<file path="src/rtl/bo_pkg.sv">
`timescale 1ns/1ps
package bo_pkg;
  typedef enum logic {
    ST_NORM = 1'b0,
    ST_HOLD = 1'b1
  } bo_state_e;
endpackage

</file>
<file path="src/rtl/bo_clr_filter.sv">
`timescale 1ns/1ps
module bo_clr_filter #(
  parameter int CLR_MIN = 75
) (
  input  logic clk_i,
  input  logic rst_ni,
  input  logic clr_ni,
  output logic fire_o
);
  localparam int CW = $clog2(CLR_MIN + 1);
  localparam logic [CW-1:0] LIM = CW'(CLR_MIN);
  localparam logic [CW-1:0] LAST = CW'(CLR_MIN - 1);

  logic [CW-1:0] cnt_q;

  // one pulse per qualifying low period
  assign fire_o = !clr_ni && (cnt_q == LAST);

  always_ff @(posedge clk_i or negedge rst_ni) begin
    if (!rst_ni)          cnt_q <= '0;
    else if (clr_ni)      cnt_q <= '0;
    else if (cnt_q != LIM) cnt_q <= cnt_q + CW'(1);
  end

  AST_CLR_ONCE: assert property (@(posedge clk_i) disable iff (!rst_ni)
    fire_o |=> !fire_o);
endmodule

</file>
<file path="src/rtl/bo_period_meter.sv">
`timescale 1ns/1ps
module bo_period_meter #(
  parameter int PERIOD = 122,
  parameter int PW     = 8
) (
  input  logic          clk_i,
  input  logic          rst_ni,
  input  logic          edge_i,
  input  logic          en_i,
  output logic [PW-1:0] period_o
);
  localparam logic [PW-1:0] CMAX = PW'(2 * PERIOD);

  logic [PW-1:0] cnt_q;

  always_ff @(posedge clk_i or negedge rst_ni) begin
    if (!rst_ni) begin
      cnt_q    <= '0;
      period_o <= PW'(PERIOD);
    end else begin
      if (edge_i) cnt_q <= PW'(1);
      else if (cnt_q != CMAX) cnt_q <= cnt_q + PW'(1);
      // keep only plausible intervals
      if (edge_i && en_i && cnt_q != '0 && cnt_q != CMAX) period_o <= cnt_q;
    end
  end

  AST_PERIOD_NZ: assert property (@(posedge clk_i) disable iff (!rst_ni)
    period_o != '0);
endmodule

</file>
<file path="src/rtl/bo_delay_line.sv">
`timescale 1ns/1ps
module bo_delay_line #(
  parameter int DW = 7
) (
  input  logic          clk_i,
  input  logic          rst_ni,
  input  logic          start_i,
  input  logic          flush_i,
  input  logic [DW-1:0] delay_i,
  output logic          fire_o
);
  logic          armed_q;
  logic [DW-1:0] cnt_q;

  assign fire_o = (start_i && delay_i == '0) || (armed_q && cnt_q == DW'(1));

  always_ff @(posedge clk_i or negedge rst_ni) begin
    if (!rst_ni) begin
      armed_q <= 1'b0;
      cnt_q   <= '0;
    end else if (flush_i) begin
      armed_q <= 1'b0;
    end else if (start_i && delay_i != '0) begin
      armed_q <= 1'b1;
      cnt_q   <= delay_i;
    end else if (armed_q) begin
      if (cnt_q == DW'(1)) armed_q <= 1'b0;
      cnt_q <= cnt_q - DW'(1);
    end
  end

  AST_ARMED_CNT: assert property (@(posedge clk_i) disable iff (!rst_ni)
    armed_q |-> cnt_q != '0);
endmodule

</file>
<file path="src/rtl/ref_switch_buildout.sv">
`timescale 1ns/1ps
module ref_switch_buildout #(
  parameter int PERIOD       = 122,
  parameter int CLR_MIN      = 75,
  parameter int HOLD_PERIODS = 2,
  localparam int DW = $clog2(PERIOD)
) (
  input  logic          clk_i,
  input  logic          rst_ni,
  input  logic          ref_pri_i,
  input  logic          ref_sec_i,
  input  logic          sel_sec_i,
  input  logic          fb_i,
  input  logic          clr_ni,
  output logic          vref_o,
  output logic [DW-1:0] delay_o,
  output logic          hold_o
);
  import bo_pkg::*;

  localparam int PW = $clog2(2 * PERIOD + 1);
  localparam int HW = $clog2(HOLD_PERIODS + 1);
  localparam logic [PW-1:0] PER  = PW'(PERIOD);
  localparam logic [PW-1:0] CMAX = PW'(2 * PERIOD);
  localparam logic [HW-1:0] HN   = HW'(HOLD_PERIODS);

  bo_state_e     state_q;
  logic          sel_q, vref_q;
  logic [DW-1:0] delay_q, cap_q;
  logic [PW-1:0] hg_cnt_q, ph_cnt_q, last_per;
  logic [HW-1:0] hedges_q;
  logic          meas_q, cap_vld_q;

  logic ref_sel, sw, hold, dl_start, dl_fire, hg_fire, clr_fire, done;
  logic [PW-1:0] red1;
  logic [DW-1:0] cap_d;

  assign ref_sel  = sel_sec_i ? ref_sec_i : ref_pri_i;
  assign sw       = sel_sec_i != sel_q;
  assign hold     = state_q == ST_HOLD;
  assign dl_start = ref_sel && !hold && !sw;
  assign hg_fire  = hold && (hg_cnt_q == last_per - PW'(1));
  assign done     = hold && !sw && cap_vld_q && (hedges_q == HN);
  // offset modulo one period, clamped
  assign red1     = (ph_cnt_q >= PER) ? ph_cnt_q - PER : ph_cnt_q;
  assign cap_d    = (red1 >= PER) ? DW'(PERIOD - 1) : DW'(red1);

  bo_clr_filter #(.CLR_MIN(CLR_MIN)) u_clr (
    .clk_i(clk_i), .rst_ni(rst_ni), .clr_ni(clr_ni), .fire_o(clr_fire));

  bo_period_meter #(.PERIOD(PERIOD), .PW(PW)) u_per (
    .clk_i(clk_i), .rst_ni(rst_ni), .edge_i(ref_sel), .en_i(!hold),
    .period_o(last_per));

  bo_delay_line #(.DW(DW)) u_dl (
    .clk_i(clk_i), .rst_ni(rst_ni), .start_i(dl_start), .flush_i(sw),
    .delay_i(delay_q), .fire_o(dl_fire));

  always_ff @(posedge clk_i or negedge rst_ni) begin
    if (!rst_ni) begin
      sel_q    <= 1'b0;
      vref_q   <= 1'b0;
      hg_cnt_q <= '0;
    end else begin
      sel_q  <= sel_sec_i;
      vref_q <= hold ? hg_fire : dl_fire;
      if (vref_q) hg_cnt_q <= PW'(1);
      else if (hg_cnt_q != CMAX) hg_cnt_q <= hg_cnt_q + PW'(1);
    end
  end

  always_ff @(posedge clk_i or negedge rst_ni) begin
    if (!rst_ni) begin
      state_q   <= ST_NORM;
      hedges_q  <= '0;
      meas_q    <= 1'b0;
      cap_vld_q <= 1'b0;
      ph_cnt_q  <= '0;
      cap_q     <= '0;
    end else if (sw) begin
      state_q   <= ST_HOLD;
      hedges_q  <= '0;
      meas_q    <= 1'b0;
      cap_vld_q <= 1'b0;
    end else if (hold) begin
      if (hg_fire && hedges_q != HN) hedges_q <= hedges_q + HW'(1);
      if (!cap_vld_q) begin
        if (meas_q) begin
          if (ph_cnt_q != CMAX) ph_cnt_q <= ph_cnt_q + PW'(1);
          if (fb_i) begin
            cap_vld_q <= 1'b1;
            cap_q     <= cap_d;
            meas_q    <= 1'b0;
          end
        end else if (ref_sel) begin
          meas_q   <= 1'b1;
          ph_cnt_q <= '0;
        end
      end
      if (done) state_q <= ST_NORM;
    end
  end

  always_ff @(posedge clk_i or negedge rst_ni) begin
    if (!rst_ni)       delay_q <= '0;
    else if (clr_fire) delay_q <= '0;
    else if (done)     delay_q <= cap_q;
  end

  assign vref_o  = vref_q;
  assign delay_o = delay_q;
  assign hold_o  = hold;

  AST_SWITCH_HOLD: assert property (@(posedge clk_i) disable iff (!rst_ni)
    sw |=> hold_o);
  AST_CLR_ZERO: assert property (@(posedge clk_i) disable iff (!rst_ni)
    clr_fire |=> delay_o == '0);
  AST_DELAY_RANGE: assert property (@(posedge clk_i) disable iff (!rst_ni)
    PW'(delay_o) < PER);
  AST_HOLD_EXIT: assert property (@(posedge clk_i) disable iff (!rst_ni)
    $fell(hold_o) |-> $past(cap_vld_q));
endmodule

</file>
<file path="config.mk">
export PLATFORM = sky130hd
export DESIGN_NAME = ref_switch_buildout
export DESIGN_NICKNAME = d
export VERILOG_FILES = /design/src/rtl/bo_pkg.sv /design/src/rtl/bo_clr_filter.sv /design/src/rtl/bo_period_meter.sv /design/src/rtl/bo_delay_line.sv /design/src/rtl/ref_switch_buildout.sv
export SDC_FILE = /design/constraint.sdc
export NUM_CORES = 1
export LEC_CHECK = 0
export CAP_MARGIN = 20
export CORE_MARGIN = 2
export CORE_UTILIZATION = 61
export DETAILED_ROUTE_END_ITERATION = 10
export PLACE_DENSITY = 0.8
export RECOVER_POWER = 25
export SYNTH_ARGS = -nofsm -noshare
export SYNTH_HDL_FRONTEND = slang
export SYNTH_SLANG_ARGS = --single-unit
</file>
<file path="constraint.sdc">
create_clock -name clk_i -period 2.7 [get_ports clk_i]
set_input_delay 0.81 -clock clk_i [delete_from_list [all_inputs] [get_ports clk_i]]
set_output_delay 0.81 -clock clk_i [all_outputs]
set_load 0.005 [all_outputs]
</file>
==> Word-level counts from Yosys, hierarchy flattened <==
Index checks and enable logic that the tools add are counted.
{ "classes": {"n_div": 0, "n_bitwise": 2, "n_lt_le_gt_ge": 2, "n_shift": 0, "n_eq_ne": 12, "mul": 0, "n_reduce_logical": 33, "muxes": 38, "n_addsub": 8} }
{ "ops": {"columns": ["operator", "n"], "rows": [
  ["8-bit 2-to-1 mux", 8],
  ["7-bit 2-to-1 mux", 7],
  ["8-bit by 1-bit adder with 8-bit output (second input constant)", 3],
  ["8-bit != test (second input constant)", 3],
  ["1-bit 2-to-1 mux", 20],
  ["8-bit by 7-bit >= comparator with 1-bit output (second input constant)", 2],
  ["2-bit nonzero test", 8],
  ["1-bit logical AND", 13],
  ["5-bit AND reduction", 2],
  ["8-bit equality test", 1],
  ["8-bit nonzero test", 1],
  ["8-bit by 1-bit subtractor with 8-bit output (second input constant)", 1],
  ["8-bit by 7-bit subtractor with 8-bit output (second input constant)", 1],
  ["7-bit by 1-bit adder with 7-bit output (second input constant)", 1],
  ["7-bit by 1-bit equality test with 1-bit output (second input constant)", 1],
  ["7-bit equality test (second input constant)", 1],
  ["7-bit logical NOT", 1],
  ["7-bit != test (second input constant)", 1],
  ["7-bit nonzero test", 1],
  ["7-bit by 1-bit subtractor with 7-bit output (second input constant)", 1],
  ["2-bit 2-to-1 mux", 3],
  ["2-bit AND reduction", 3],
  ["2-bit by 1-bit != test with 1-bit output (second input constant)", 2],
  ["1-bit logical NOT", 3],
  ["6 further kinds", 7]
]} }
{ "totals": {"in_bits": 7, "ram_bits": 0, "output_inout_bits": 9, "latchBits": 0, "n_memories": 0, "romBits": 0, "register_bits": 68, "elab_cells": 110} }

==> Longest topological paths before layout <==
Gate-level depths: netlist (run 1).
{ "depth": {"ltp_word": 8, "ltp_mapped": 9, "ltp_nobuf": 8} }

==> Hierarchy <==
Synthesis (run 1) repeated with hierarchy kept, for this count alone.
{ "unflattened": {"cells_unflattened": 420, "hier_area_um2": 3988.8} }
{ "by_module_without_submodules": {"columns": ["mod", "area_each_um2", "cells_each", "instances", "seq_area_each_um2"], "rows": [
  ["ref_switch_buildout", 2235.9, 249, 1, 925.9],
  ["bo_period_meter", 774.5, 67, 1, 406.6],
  ["bo_delay_line", 574.3, 64, 1, 200.2],
  ["bo_clr_filter", 404.1, 40, 1, 175.2]
]} }

==> Worst setup path before layout (run 1) <==
Ideal clock, no wire load.
{ "synth_path": {"path_type": "in2reg", "start": "input sel_sec_i", "end": "register u_dl.cnt_q[5]", "required_ns": 2.568, "arrival_ns": 2.017, "path_buffers": 0, "path_stages": 6, "slack_ns": 0.551, "setup_time_ns": 0.132, "cell_sequence": "xnor2_2 nand2_2 or4_1 nor3_2 xnor2_1 o21ai_1"} }
{ "synth_via": {"elab_chain_cells": 6, "elab_cells_between_ends": 10} }
{ "synth_rtl": {"columns": ["element", "line_no", "rtl"], "rows": [
  ["start: declaration", "ref_switch_buildout.sv:12", "input logic sel_sec_i,"],
  ["1-bit 2-to-1 mux / 1-bit != test (equally long branches)", "ref_switch_buildout.sv:38, ref_switch_buildout.sv:39", null],
  ["1-bit logical AND / 1-bit logical NOT (equally long branches)", "ref_switch_buildout.sv:41", "assign dl_start = ref_sel && !hold && !sw;"],
  ["1-bit logical AND", "ref_switch_buildout.sv:41", null],
  ["1-bit logical AND", "bo_delay_line.sv:23", "end else if (start_i && delay_i != '0) begin"],
  ["2-bit nonzero test (no line)", null, null],
  ["2-bit AND reduction (no line)", null, null],
  ["end signal: assignment", "bo_delay_line.sv:25", "cnt_q <= delay_i;"],
  ["end signal: assignment", "bo_delay_line.sv:28", "cnt_q <= cnt_q - DW'(1);"],
  ["end: declaration", "bo_delay_line.sv:13", "logic [DW-1:0] cnt_q;"]
]} }
Parallel ways exist; a longest one is shown, timed or not.
A chain may end at the register's enable or synchronous reset.

==> Worst setup path in the final report (run 1) <==
Same ends and word-level chain as after synthesis.

==> flow_metrics.py, run 1 <==
metrics = {
    "synth": {
        "post_synth_mux_area_share": 0.04815,
        "synth-compound-area-share": 0.1189,
        "synth.yosys.warnings": 0,
        "synth_top_cell_by_area": "sky130_fd_sc_hd__dfrtp_1",
        "yosys.area.top_type_share": 0.4242,
        "synth.area.top_cells": "sky130_fd_sc_hd__dfrtp_1 42%, sky130_fd_sc_hd__ha_1 5.1%, sky130_fd_sc_hd__nor2_1 4.5%",
        "synth_edf_count": 0,
        "synth_area_per_cell_um2": 9.627,
        "number_of_nets_produced_by_synthesis": 408,
        "synthesis.instances": 386,
        "combinational_family_with_the_most_area_after_synthesis": "simple AND/OR/NAND/NOR gates",
        "post_synth_instance_area_um2": 3716,
        "synth.yosys.seq_area_share": 0.4596,
        "synthFlopType": "sky130_fd_sc_hd__dfrtp_1",
        "yosys.area_share.adder": 0.05051,
        "synthXorXnorAreaFrac": 0.08418,
        "ys_async_sr_fraction": 1.000,
        "synth_simple_gate_area_frac": 0.2074,
        "postSynthRegisterBits": 68,
        "synth_cell_types": 56,
    },
    "die": {
        "starting_density": 0.6276,
        "io_pins": 16,
        "core_region_area_um2": 5921,
        "die_width_um": 82.05,
        "floorplan.rows": 28,
        "die_area_um2": 6732,
        "die_h_um": 82.05,
    },
    "detailed_routing": {
        "routed_wirelength_um": 7492,
        "first_pass_iters": 4,
        "final_antenna_net_count": 0,
        "drcViolationCount": 0,
        "drt-wirelength-per-cell_um": 15.10,
        "first_iter_violations": 123,
        "dr_total_vias": 2895,
        "via_per_inst": 5.837,
    },
    "cts": {
        "cts.sink_count": 68,
        "clock_tree.root_cell": "sky130_fd_sc_hd__clkbuf_8",
        "worstSkewPairLatency_ns": 0.34,
        "post_cts.repair.setup_buffers": 0,
        "htreeDepth": 3,
        "cts-buffers-inserted": 9,
        "post_cts_resize_count": 0,
        "cts_tree": "yes",
        "cts.hold.buffers_added": 0,
        "max-clock-path-buffers": 2,
        "clk_pin_slew_ns": 0.07,
    },
    "worst_hold_path": {
        "worst_hold_path_type": "flip-flop to flip-flop",
    },
    "timing": {
        "setup-violations-final": 0,
        "grt_setup_unrepaired": "false",
        "final_max_slew_viol_count": 0,
        "max_slew_margin": 0.1431,
        "clock.fmax_mhz": 421.4,
        "timing.final.crit_period_ns": 2.373,
        "final_hold_viol_count": 0,
        "final_min_period_over_clock_period": 0.8789,
        "timing_worst_slew_pin_value_ns": 1.285,
        "fin_skew_ns": 0.006351,
        "final.setup.worst_slack_ns": 0.3270,
        "fin_hold_ws_ns": 0.5094,
    },
    "global_routing": {
        "overflow": 0,
        "total_grt_usage": 0.2546,
        "global_route_wire_length_before_repair_um": 13080,
        "grt_pass1_vias": 2912,
        "grt_antenna_before_repair": 0,
        "maximum_number_of_pins_on_one_net_before_global_route_repair": 29,
    },
    "cells_and_area": {
        "nFillCells": 457,
        "fin_nets": 438,
        "multiInputGateArea_um2": 1892,
        "layout-area-overhead-vs-synth_pct": 13.23,
        "finish.utilization": 0.7107,
        "n_antenna_cell": 0,
        "post_route_cell_area_um2": 4208,
        "seqCellArea_um2": 1708,
        "drive_gt1_frac": 0.1045,
    },
    "run_status": {
        "status": "completed",
    },
    "power": {
        "vdd_ir_drop_max_mv": 0.3945,
        "cell_pwr_density_nw_per_um2": 548.0,
        "power_leakage_uw": 0.001822,
        "power_uw": 2306,
    },
    "flow_run": {
        "drv_cap": 0,
    },
    "placement": {
        "dp.final_hpwl_um": 5485,
        "port_buffers": 15,
        "gpl.final_weighted_congestion": 0.9067,
        "dpl_worst_slack_ns": -0.03379,
        "postPlaceCellArea_um2": 4019,
    },
    "critical_path": {
        "path_max_fanout": 5,
        "cp-end-kind": "flip-flop",
        "cp.required_ns": 2.92,
        "criticalPathCategory": "input port to flip-flop",
        "timing.reg2reg.setup_slack_ns": 0.36,
        "worstPathArrival_ns": 2.59,
        "timing.critical_path.from_type": "input port",
    },
}
synth_stat cells (4+ instances only):
| master | count |
|---|---|
| sky130_fd_sc_hd__nand2_1 | 29 |
| sky130_fd_sc_hd__nand3_1 | 20 |
| sky130_fd_sc_hd__xnor2_1 | 17 |
| sky130_fd_sc_hd__nor2_1 | 45 |
| sky130_fd_sc_hd__or3_1 | 6 |
| sky130_fd_sc_hd__o21ai_0 | 10 |
| sky130_fd_sc_hd__nand2b_1 | 4 |
| sky130_fd_sc_hd__a31oi_1 | 4 |
| sky130_fd_sc_hd__mux2_1 | 6 |
| sky130_fd_sc_hd__inv_1 | 20 |
| sky130_fd_sc_hd__nand4_1 | 5 |
| sky130_fd_sc_hd__nor3_1 | 11 |
| sky130_fd_sc_hd__o22a_1 | 5 |
| sky130_fd_sc_hd__xor2_1 | 15 |
| sky130_fd_sc_hd__a21oi_1 | 12 |
| sky130_fd_sc_hd__clkbuf_1 | 7 |
| sky130_fd_sc_hd__and2_1 | 5 |
| sky130_fd_sc_hd__dfstp_2 | 5 |
| sky130_fd_sc_hd__nor2b_1 | 4 |
| sky130_fd_sc_hd__ha_1 | 15 |
| sky130_fd_sc_hd__o21ai_1 | 16 |
| sky130_fd_sc_hd__and3_1 | 7 |
| sky130_fd_sc_hd__mux2i_1 | 10 |
| sky130_fd_sc_hd__dfrtp_1 | 63 |
report_power, final:
part	internal, µW	switching, µW	leakage, µW	total [µW]
clock	451	377	0.000100	828
combinational	134	155	0.000840	288
sequential	1100	89.8	0.000882	1190
flip-flops by register name, indices dropped and copies added (netlist names):
| name | cells |
|---|---|
| u_dl.armed_q | 1 |
| u_clr.cnt_q | 7 |
| hedges_q | 2 |
| vref_o | 1 |
| sel_q | 1 |
| meas_q | 1 |
| cap_q | 7 |
| u_dl.cnt_q | 7 |
| ph_cnt_q | 8 |
| hg_cnt_q | 8 |
| u_per.period_o | 8 |
| cap_vld_q | 1 |
| hold_o | 1 |
| delay_o | 7 |
| u_per.cnt_q | 8 |
worst max-delay path, stage by stage:
cell	delay [ns]
sky130_fd_sc_hd__clkdlybuf4s50_1	0.54
sky130_fd_sc_hd__xnor2_2	0.32
sky130_fd_sc_hd__nand2_2	0.09
sky130_fd_sc_hd__or4_1	0.47
sky130_fd_sc_hd__nor3_2	0.16
sky130_fd_sc_hd__xnor2_1	0.14
sky130_fd_sc_hd__o21ai_1	0.07
area by class of cell:
| type | count | share of cell area |
|---|---|---|
| clock inverter | 4 | 0.01160 |
| timing repair buffer | 28 | 0.05650 |
| clock buffer | 12 | 0.03449 |
| multi-input combinational | 287 | 0.4496 |
| inverter | 22 | 0.01963 |
| sequential | 68 | 0.4059 |
| tap | 75 | 0.02230 |
path summary, 6_finish.rpt:
check	startpoint	end	cells after the start
max reg2reg	u_per.period_o[1]	hedges_q[1]	7
max	sel_sec_i	u_dl.cnt_q[5]	7
min	hedges_q[1]	hedges_q[1]	1
min in group asynchronous	rst_ni	u_per.cnt_q[7]	1
min reg2reg	hedges_q[1]	hedges_q[1]	1
max in group asynchronous	rst_ni	u_dl.cnt_q[6]	2
cell usage in the layout (no fill, tap or decap), types with 2 or more instances in the layout:
cell	Yosys	final
sky130_fd_sc_hd__nand3_1	20	20
sky130_fd_sc_hd__mux2_1	6	6
sky130_fd_sc_hd__a31oi_1	4	4
sky130_fd_sc_hd__o21ai_1	16	16
sky130_fd_sc_hd__o31ai_1	3	3
sky130_fd_sc_hd__o211ai_1	2	2
sky130_fd_sc_hd__nor2_1	45	45
sky130_fd_sc_hd__o22a_1	5	5
sky130_fd_sc_hd__nand2_1	29	29
sky130_fd_sc_hd__nand4_1	5	5
sky130_fd_sc_hd__clkbuf_1	7	4
sky130_fd_sc_hd__nor3_1	11	11
sky130_fd_sc_hd__a32o_1	2	2
sky130_fd_sc_hd__nor3_2	2	2
sky130_fd_sc_hd__dfstp_2	5	5
sky130_fd_sc_hd__o22ai_1	2	2
sky130_fd_sc_hd__and3_1	7	7
sky130_fd_sc_hd__mux2i_1	10	10
sky130_fd_sc_hd__inv_1	20	20
sky130_fd_sc_hd__buf_4	0	12
sky130_fd_sc_hd__dfrtp_1	63	63
sky130_fd_sc_hd__clkbuf_8	0	10
sky130_fd_sc_hd__nor4b_2	2	2
sky130_fd_sc_hd__inv_2	2	2
sky130_fd_sc_hd__xor2_1	15	15
sky130_fd_sc_hd__a21oi_1	12	12
sky130_fd_sc_hd__nor4_1	3	3
sky130_fd_sc_hd__clkinv_2	0	2
sky130_fd_sc_hd__nor2b_1	4	4
sky130_fd_sc_hd__or3_1	6	6
sky130_fd_sc_hd__nand3b_1	2	2
sky130_fd_sc_hd__and2_1	5	5
sky130_fd_sc_hd__o21bai_1	2	2
sky130_fd_sc_hd__clkdlybuf4s50_1	0	14
sky130_fd_sc_hd__ha_1	15	15
sky130_fd_sc_hd__nand2b_1	4	4
sky130_fd_sc_hd__xnor2_1	17	17
sky130_fd_sc_hd__o21ai_0	10	10
routing by layer:
layer	routed length, µm	vias to the layer above	global-route usage
li1	-	1414	-
met1	3398	1445	0.3065
met2	3836	27	0.4488
met3	160	9	0.05275
met4	97	0	0.09333
met5	0	-	0
kinds of logic after synthesis:
kind of cell               Yosys count
AOI/OAI and AO/OA                   69
xor gates and xnor gates            34
adders and majority gates           15
buffers and inverters               31
DFF                                 68
muxes                               17
and+or+nand+nor                    152
per-stage QoR:
step	instances	TNS, ns
detailed placement	480	-0.03379
global placement	480	0
floorplan	386	0
global route	496	0
finish	496	0
CTS	496	0
No activity file was read; power rests on OpenSTA's default activity.
==> run 2: changes to the inputs <==
CORE_UTILIZATION = 63   (was 61)
CTS_BUF_LIST = sky130_fd_sc_hd__clkbuf_8   (was unset)
PLACE_DENSITY = 0.82   (was 0.8)
SLEW_MARGIN = 20   (was unset)
==> flow_metrics.py, run 2 (same netlist as run 1, synthesis figures left out) <==
metrics = {
    "timing": {
        "setup-violations-final": 0,
        "timing_worst_slew_pin_value_ns": 1.413,
        "grt_setup_unrepaired": "false",
        "final_hold_viol_count": 0,
        "timing.setup.tns_ns": 0,
        "timing.final.crit_period_ns": 2.336,
        "fin_skew_ns": 0.01406,
        "final_min_period_over_clock_period": 0.8652,
        "clock.fmax_mhz": 428.1,
        "final_max_slew_viol_count": 0,
        "max_slew_margin": 0.05815,
    },
    "detailed_routing": {
        "routed_wirelength_um": 7691,
        "wl_met3_um": 291,
        "drt-wirelength-per-cell_um": 15.60,
        "final_antenna_net_count": 0,
        "dr_wl_met2_um": 4056,
        "first_pass_iters": 5,
        "routed.top_layer": "met4",
        "via_per_inst": 5.974,
        "detail_route.wirelength.met1_um": 3272,
        "drcViolationCount": 0,
        "dr_total_vias": 2945,
        "first_iter_violations": 149,
    },
    "cts": {
        "cts_tree": "yes",
        "htreeDepth": 3,
        "worstSkewPairLatency_ns": 0.34,
        "clock_tree.root_cell": "sky130_fd_sc_hd__clkbuf_8",
        "cts.hold.buffers_added": 0,
        "post_cts_resize_count": 0,
        "cts-buffers-inserted": 9,
        "clk_pin_slew_ns": 0.07,
        "post_cts.repair.setup_buffers": 0,
        "cts.sink_count": 68,
        "max-clock-path-buffers": 2,
    },
    "die": {
        "die_h_um": 80.80,
        "core_region_area_um2": 5608,
        "die_area_um2": 6529,
        "die_width_um": 80.80,
        "starting_density": 0.6627,
        "floorplan.rows": 27,
        "io_pins": 16,
    },
    "critical_path": {
        "cp-end-kind": "flip-flop",
        "worstPathArrival_ns": 2.54,
        "criticalPathCategory": "input port to flip-flop",
        "timing.critical_path.slowest_cell_delay_ns": 0.53,
        "worst_path_dominant_cell_family": "simple AND/OR/NAND/NOR gates",
        "cp.required_ns": 2.91,
        "critical_path.cell_chain": "clkdlybuf4s50_1 > xnor2_2 > nand2_2 > or4_1 > nor3_2 > xnor2_1 > o21ai_1",
        "critical_path_top_delay_cell": "sky130_fd_sc_hd__clkdlybuf4s50_1",
        "path_max_fanout": 4,
        "path_buf_inv": 1,
        "timing.critical_path.from_type": "input port",
    },
    "placement": {
        "dp.final_hpwl_um": 5498,
        "gpl.final_weighted_congestion": 0.8374,
        "port_buffers": 15,
    },
    "power": {
        "power_uw": 2542,
        "cell_pwr_density_nw_per_um2": 595.5,
        "power_leakage_uw": 0.001851,
        "vdd_ir_drop_max_mv": 0.5795,
    },
    "global_routing": {
        "total_grt_usage": 0.2684,
        "grt_antenna_before_repair": 0,
        "global_route_wire_length_before_repair_um": 13500,
        "maximum_number_of_pins_on_one_net_before_global_route_repair": 30,
        "overflow": 0,
        "grt_pass1_vias": 2950,
    },
    "cells_and_area": {
        "n_antenna_cell": 0,
        "drive_gt1_frac": 0.1116,
        "most_common_cell_after_layout_fill_and_taps_aside": "sky130_fd_sc_hd__dfrtp_1",
        "fin_nets": 438,
        "layout.cells.most_common_list": "63 x sky130_fd_sc_hd__dfrtp_1, 45 x sky130_fd_sc_hd__nor2_1, 29 x sky130_fd_sc_hd__nand2_1",
        "layout-area-overhead-vs-synth_pct": 14.88,
    },
    "run_status": {
        "status": "completed",
    },
    "worst_hold_path": {
        "worst_hold_path_type": "flip-flop to flip-flop",
    },
    "flow_run": {
        "drv_cap": 0,
    },
}
run 2: per-stage QoR:
step           setup WS, ns  instances    util  area (µm²)  hold slack [ns]
4_1_cts              0.3643        493  0.7642        4285           0.4793
6_report             0.3639        493  0.7613        4269           0.5160
5_1_grt              0.1635        493  0.7613        4269           0.5312
3_3_place_gp        0.07026        477  0.7182        4028           0.4890
2_1_floorplan        0.5512        386       -        3716           0.4655
3_5_place_dp        0.02053        477  0.7182        4028           0.4960
run 2: final timing paths:
kind / startpoint / endpoint / slack, ns / cells past startpoint
setup reg to reg: u_per.period_o[1] / hedges_q[1] / 0.40 / 7
setup / recovery: sel_sec_i / u_dl.cnt_q[5] / 0.36 / 7
min in group asynchronous: rst_ni / u_per.cnt_q[4] / 0.78 / 1
max in group asynchronous: rst_ni / hg_cnt_q[5] / 0.52 / 2
hold / removal: cap_q[6] / cap_q[6] / 0.52 / 1
hold reg to reg: cap_q[6] / cap_q[6] / 0.52 / 1
run 2: power by group:
group,switching [µW],internal (µW),total (µW)
Combinational,158,134,292
Sequential,89.5,1100,1190
Clock,394,667,1060
Total,641,1900,2540
run 2: cell type report:
type | instances | area [µm²]
Tap cell | 72 | 90.09
Sequential cell | 68 | 1708
Clock buffer | 11 | 151.4
Fill cell | 405 | 1339
Inverter | 22 | 82.58
Clock inverter | 5 | 106.4
Multi-Input combinational cell | 287 | 1892
Timing Repair Buffer | 28 | 239.0
run 2: routing by layer:
layer | vias to the layer above | global-route usage
li1 | 1420 | -
met1 | 1448 | 0.3326
met2 | 69 | 0.4587
met3 | 8 | 0.06889
met4 | 0 | 0.08983
met5 | - | 0
==> run 3: changes to the inputs <==
CORE_UTILIZATION = 65   (was 63)
DONT_BUFFER_PORTS = 1   (was unset)
PLACE_DENSITY = 0.81   (was 0.82)
==> flow_metrics.py, run 3 (same netlist as run 1, synthesis figures left out) <==
metrics = {
    "timing": {
        "timing.setup.tns_ns": 0,
        "final_max_slew_viol_count": 0,
        "clock.fmax_mhz": 439.1,
        "fin_hold_ws_ns": 0.1578,
        "final_hold_viol_count": 0,
        "final.setup.worst_slack_ns": 0.4225,
        "timing_worst_slew_pin_value_ns": 0.7783,
        "fin_skew_ns": 0.008712,
        "final_min_period_over_clock_period": 0.8435,
        "max_slew_margin": 0.4800,
        "setup-violations-final": 0,
        "timing.final.crit_period_ns": 2.278,
        "grt_setup_unrepaired": "false",
    },
    "cells_and_area": {
        "n_antenna_cell": 0,
        "seqCellArea_um2": 1708,
        "drive_gt1_frac": 0.09343,
        "nFillCells": 411,
        "layout-area-overhead-vs-synth_pct": 7.239,
        "layout.cells.most_common_list": "63 x sky130_fd_sc_hd__dfrtp_1, 45 x sky130_fd_sc_hd__nor2_1, 29 x sky130_fd_sc_hd__nand2_1",
        "most_common_cell_after_layout_fill_and_taps_aside": "sky130_fd_sc_hd__dfrtp_1",
        "finalNonFillerCells": 468,
        "multiInputGateArea_um2": 1892,
        "finish.utilization": 0.7237,
        "fin_nets": 413,
    },
    "run_status": {
        "status": "completed",
    },
    "detailed_routing": {
        "drt-wirelength-per-cell_um": 15.80,
        "via_per_inst": 6.041,
        "routed_wirelength_um": 7395,
        "first_iter_violations": 165,
        "final_antenna_net_count": 0,
        "dr_total_vias": 2827,
        "drcViolationCount": 0,
        "first_pass_iters": 4,
    },
    "cts": {
        "max-clock-path-buffers": 2,
        "cts_tree": "yes",
        "post_cts_resize_count": 0,
        "cts.hold.buffers_added": 0,
        "cts-buffers-inserted": 9,
        "clk_pin_slew_ns": 0.08,
        "clock_tree.root_cell": "sky130_fd_sc_hd__clkbuf_8",
        "post_cts.repair.setup_buffers": 0,
        "worstSkewPairLatency_ns": 0.34,
        "htreeDepth": 3,
        "cts.sink_count": 68,
    },
    "power": {
        "power_leakage_uw": 0.001723,
        "power_switching_share": 0.2737,
        "power.share.clock": 0.361,
        "power.share.sequential": 0.527,
        "p_int_uw": 1644,
        "switchingPower_uw": 619.6,
        "combPwrFrac": 0.112,
        "cell_pwr_density_nw_per_um2": 568.1,
        "vdd_ir_drop_max_mv": 0.3824,
    },
    "placement": {
        "dp.final_hpwl_um": 5216,
        "gpl.final_weighted_congestion": 0.9362,
        "port_buffers": 0,
        "dp_cells": 452,
        "dpl_worst_slack_ns": 0.4262,
    },
    "critical_path": {
        "cp-end-kind": "flip-flop",
        "timing.critical_path.from_type": "flip-flop",
        "timing.critical_path.slowest_cell_delay_ns": 0.57,
        "criticalPathCategory": "flip-flop to flip-flop",
        "worst_path_dominant_cell_family": "compound AO/OA/AOI/OAI gates",
        "critical_path_top_delay_cell": "sky130_fd_sc_hd__dfstp_2",
        "critical_path.cell_chain": "inv_1 > ha_1 > or3_1 > a31o_2 > a211oi_2 > nand2_1 > a31o_1",
        "cp.required_ns": 2.92,
        "worstPathArrival_ns": 2.50,
        "path_buf_inv": 1,
        "path_max_fanout": 6,
    },
    "global_routing": {
        "grt_pass1_vias": 2823,
        "maximum_number_of_pins_on_one_net_before_global_route_repair": 69,
        "total_grt_usage": 0.2629,
        "global_route_wire_length_before_repair_um": 12940,
        "grt_antenna_before_repair": 0,
        "overflow": 0,
    },
    "die": {
        "die_width_um": 79.61,
        "core_region_area_um2": 5507,
        "io_pins": 16,
        "die_area_um2": 6338,
        "floorplan.rows": 27,
        "starting_density": 0.6748,
        "die_h_um": 79.61,
    },
    "worst_hold_path": {
        "worst_hold_path_type": "input port to async pin",
    },
    "flow_run": {
        "drv_cap": 0,
    },
}
[run 3: area by class of cell]
| class | count | share of cell area |
|---|---|---|
| multi-input combinational | 287 | 0.4747 |
| sequential | 68 | 0.4286 |
| clock buffer | 9 | 0.03108 |
| tap | 72 | 0.02261 |
| inverter | 22 | 0.02072 |
| clock inverter | 7 | 0.01664 |
| timing repair buffer | 3 | 0.005651 |
[run 3: per-stage QoR]
step	area [µm²]	total power, µW
6_report	3985	2264
2_1_floorplan	3716	1381
4_1_cts	3985	2274
3_5_place_dp	3795	1462
3_3_place_gp	3795	1448
5_1_grt	3985	2367
[run 3: final timing paths]
| check | from | end | slack, ns | depth (start not counted) |
|---|---|---|---|---|
| max in group asynchronous | rst_ni | u_per.period_o[5] | 2.35 | 0 |
| max | u_per.period_o[1] | hedges_q[1] | 0.42 | 7 |
| min in group clk_i | sel_sec_i | sel_q | 0.49 | 0 |
| max reg2reg | u_per.period_o[1] | hedges_q[1] | 0.42 | 7 |
| min reg2reg | u_per.period_o[1] | u_per.period_o[1] | 0.50 | 2 |
| min | rst_ni | u_per.cnt_q[3] | 0.16 | 0 |
[run 3: power by group through the flow]
stage	Clock, µW	Combinational [µW]	Sequential [µW]
after floorplan	0	206	1170
after global placement	0	239	1210
after detailed placement	0	249	1210
after CTS	827	252	1190
after global routing	872	287	1210
final	817	253	1190
[run 3: metal layers]
metal,global-route usage,share of wire
met5,0,0
met4,0.1069,0.021
met3,0.04638,0.041
met2,0.4429,0.51
met1,0.3364,0.43
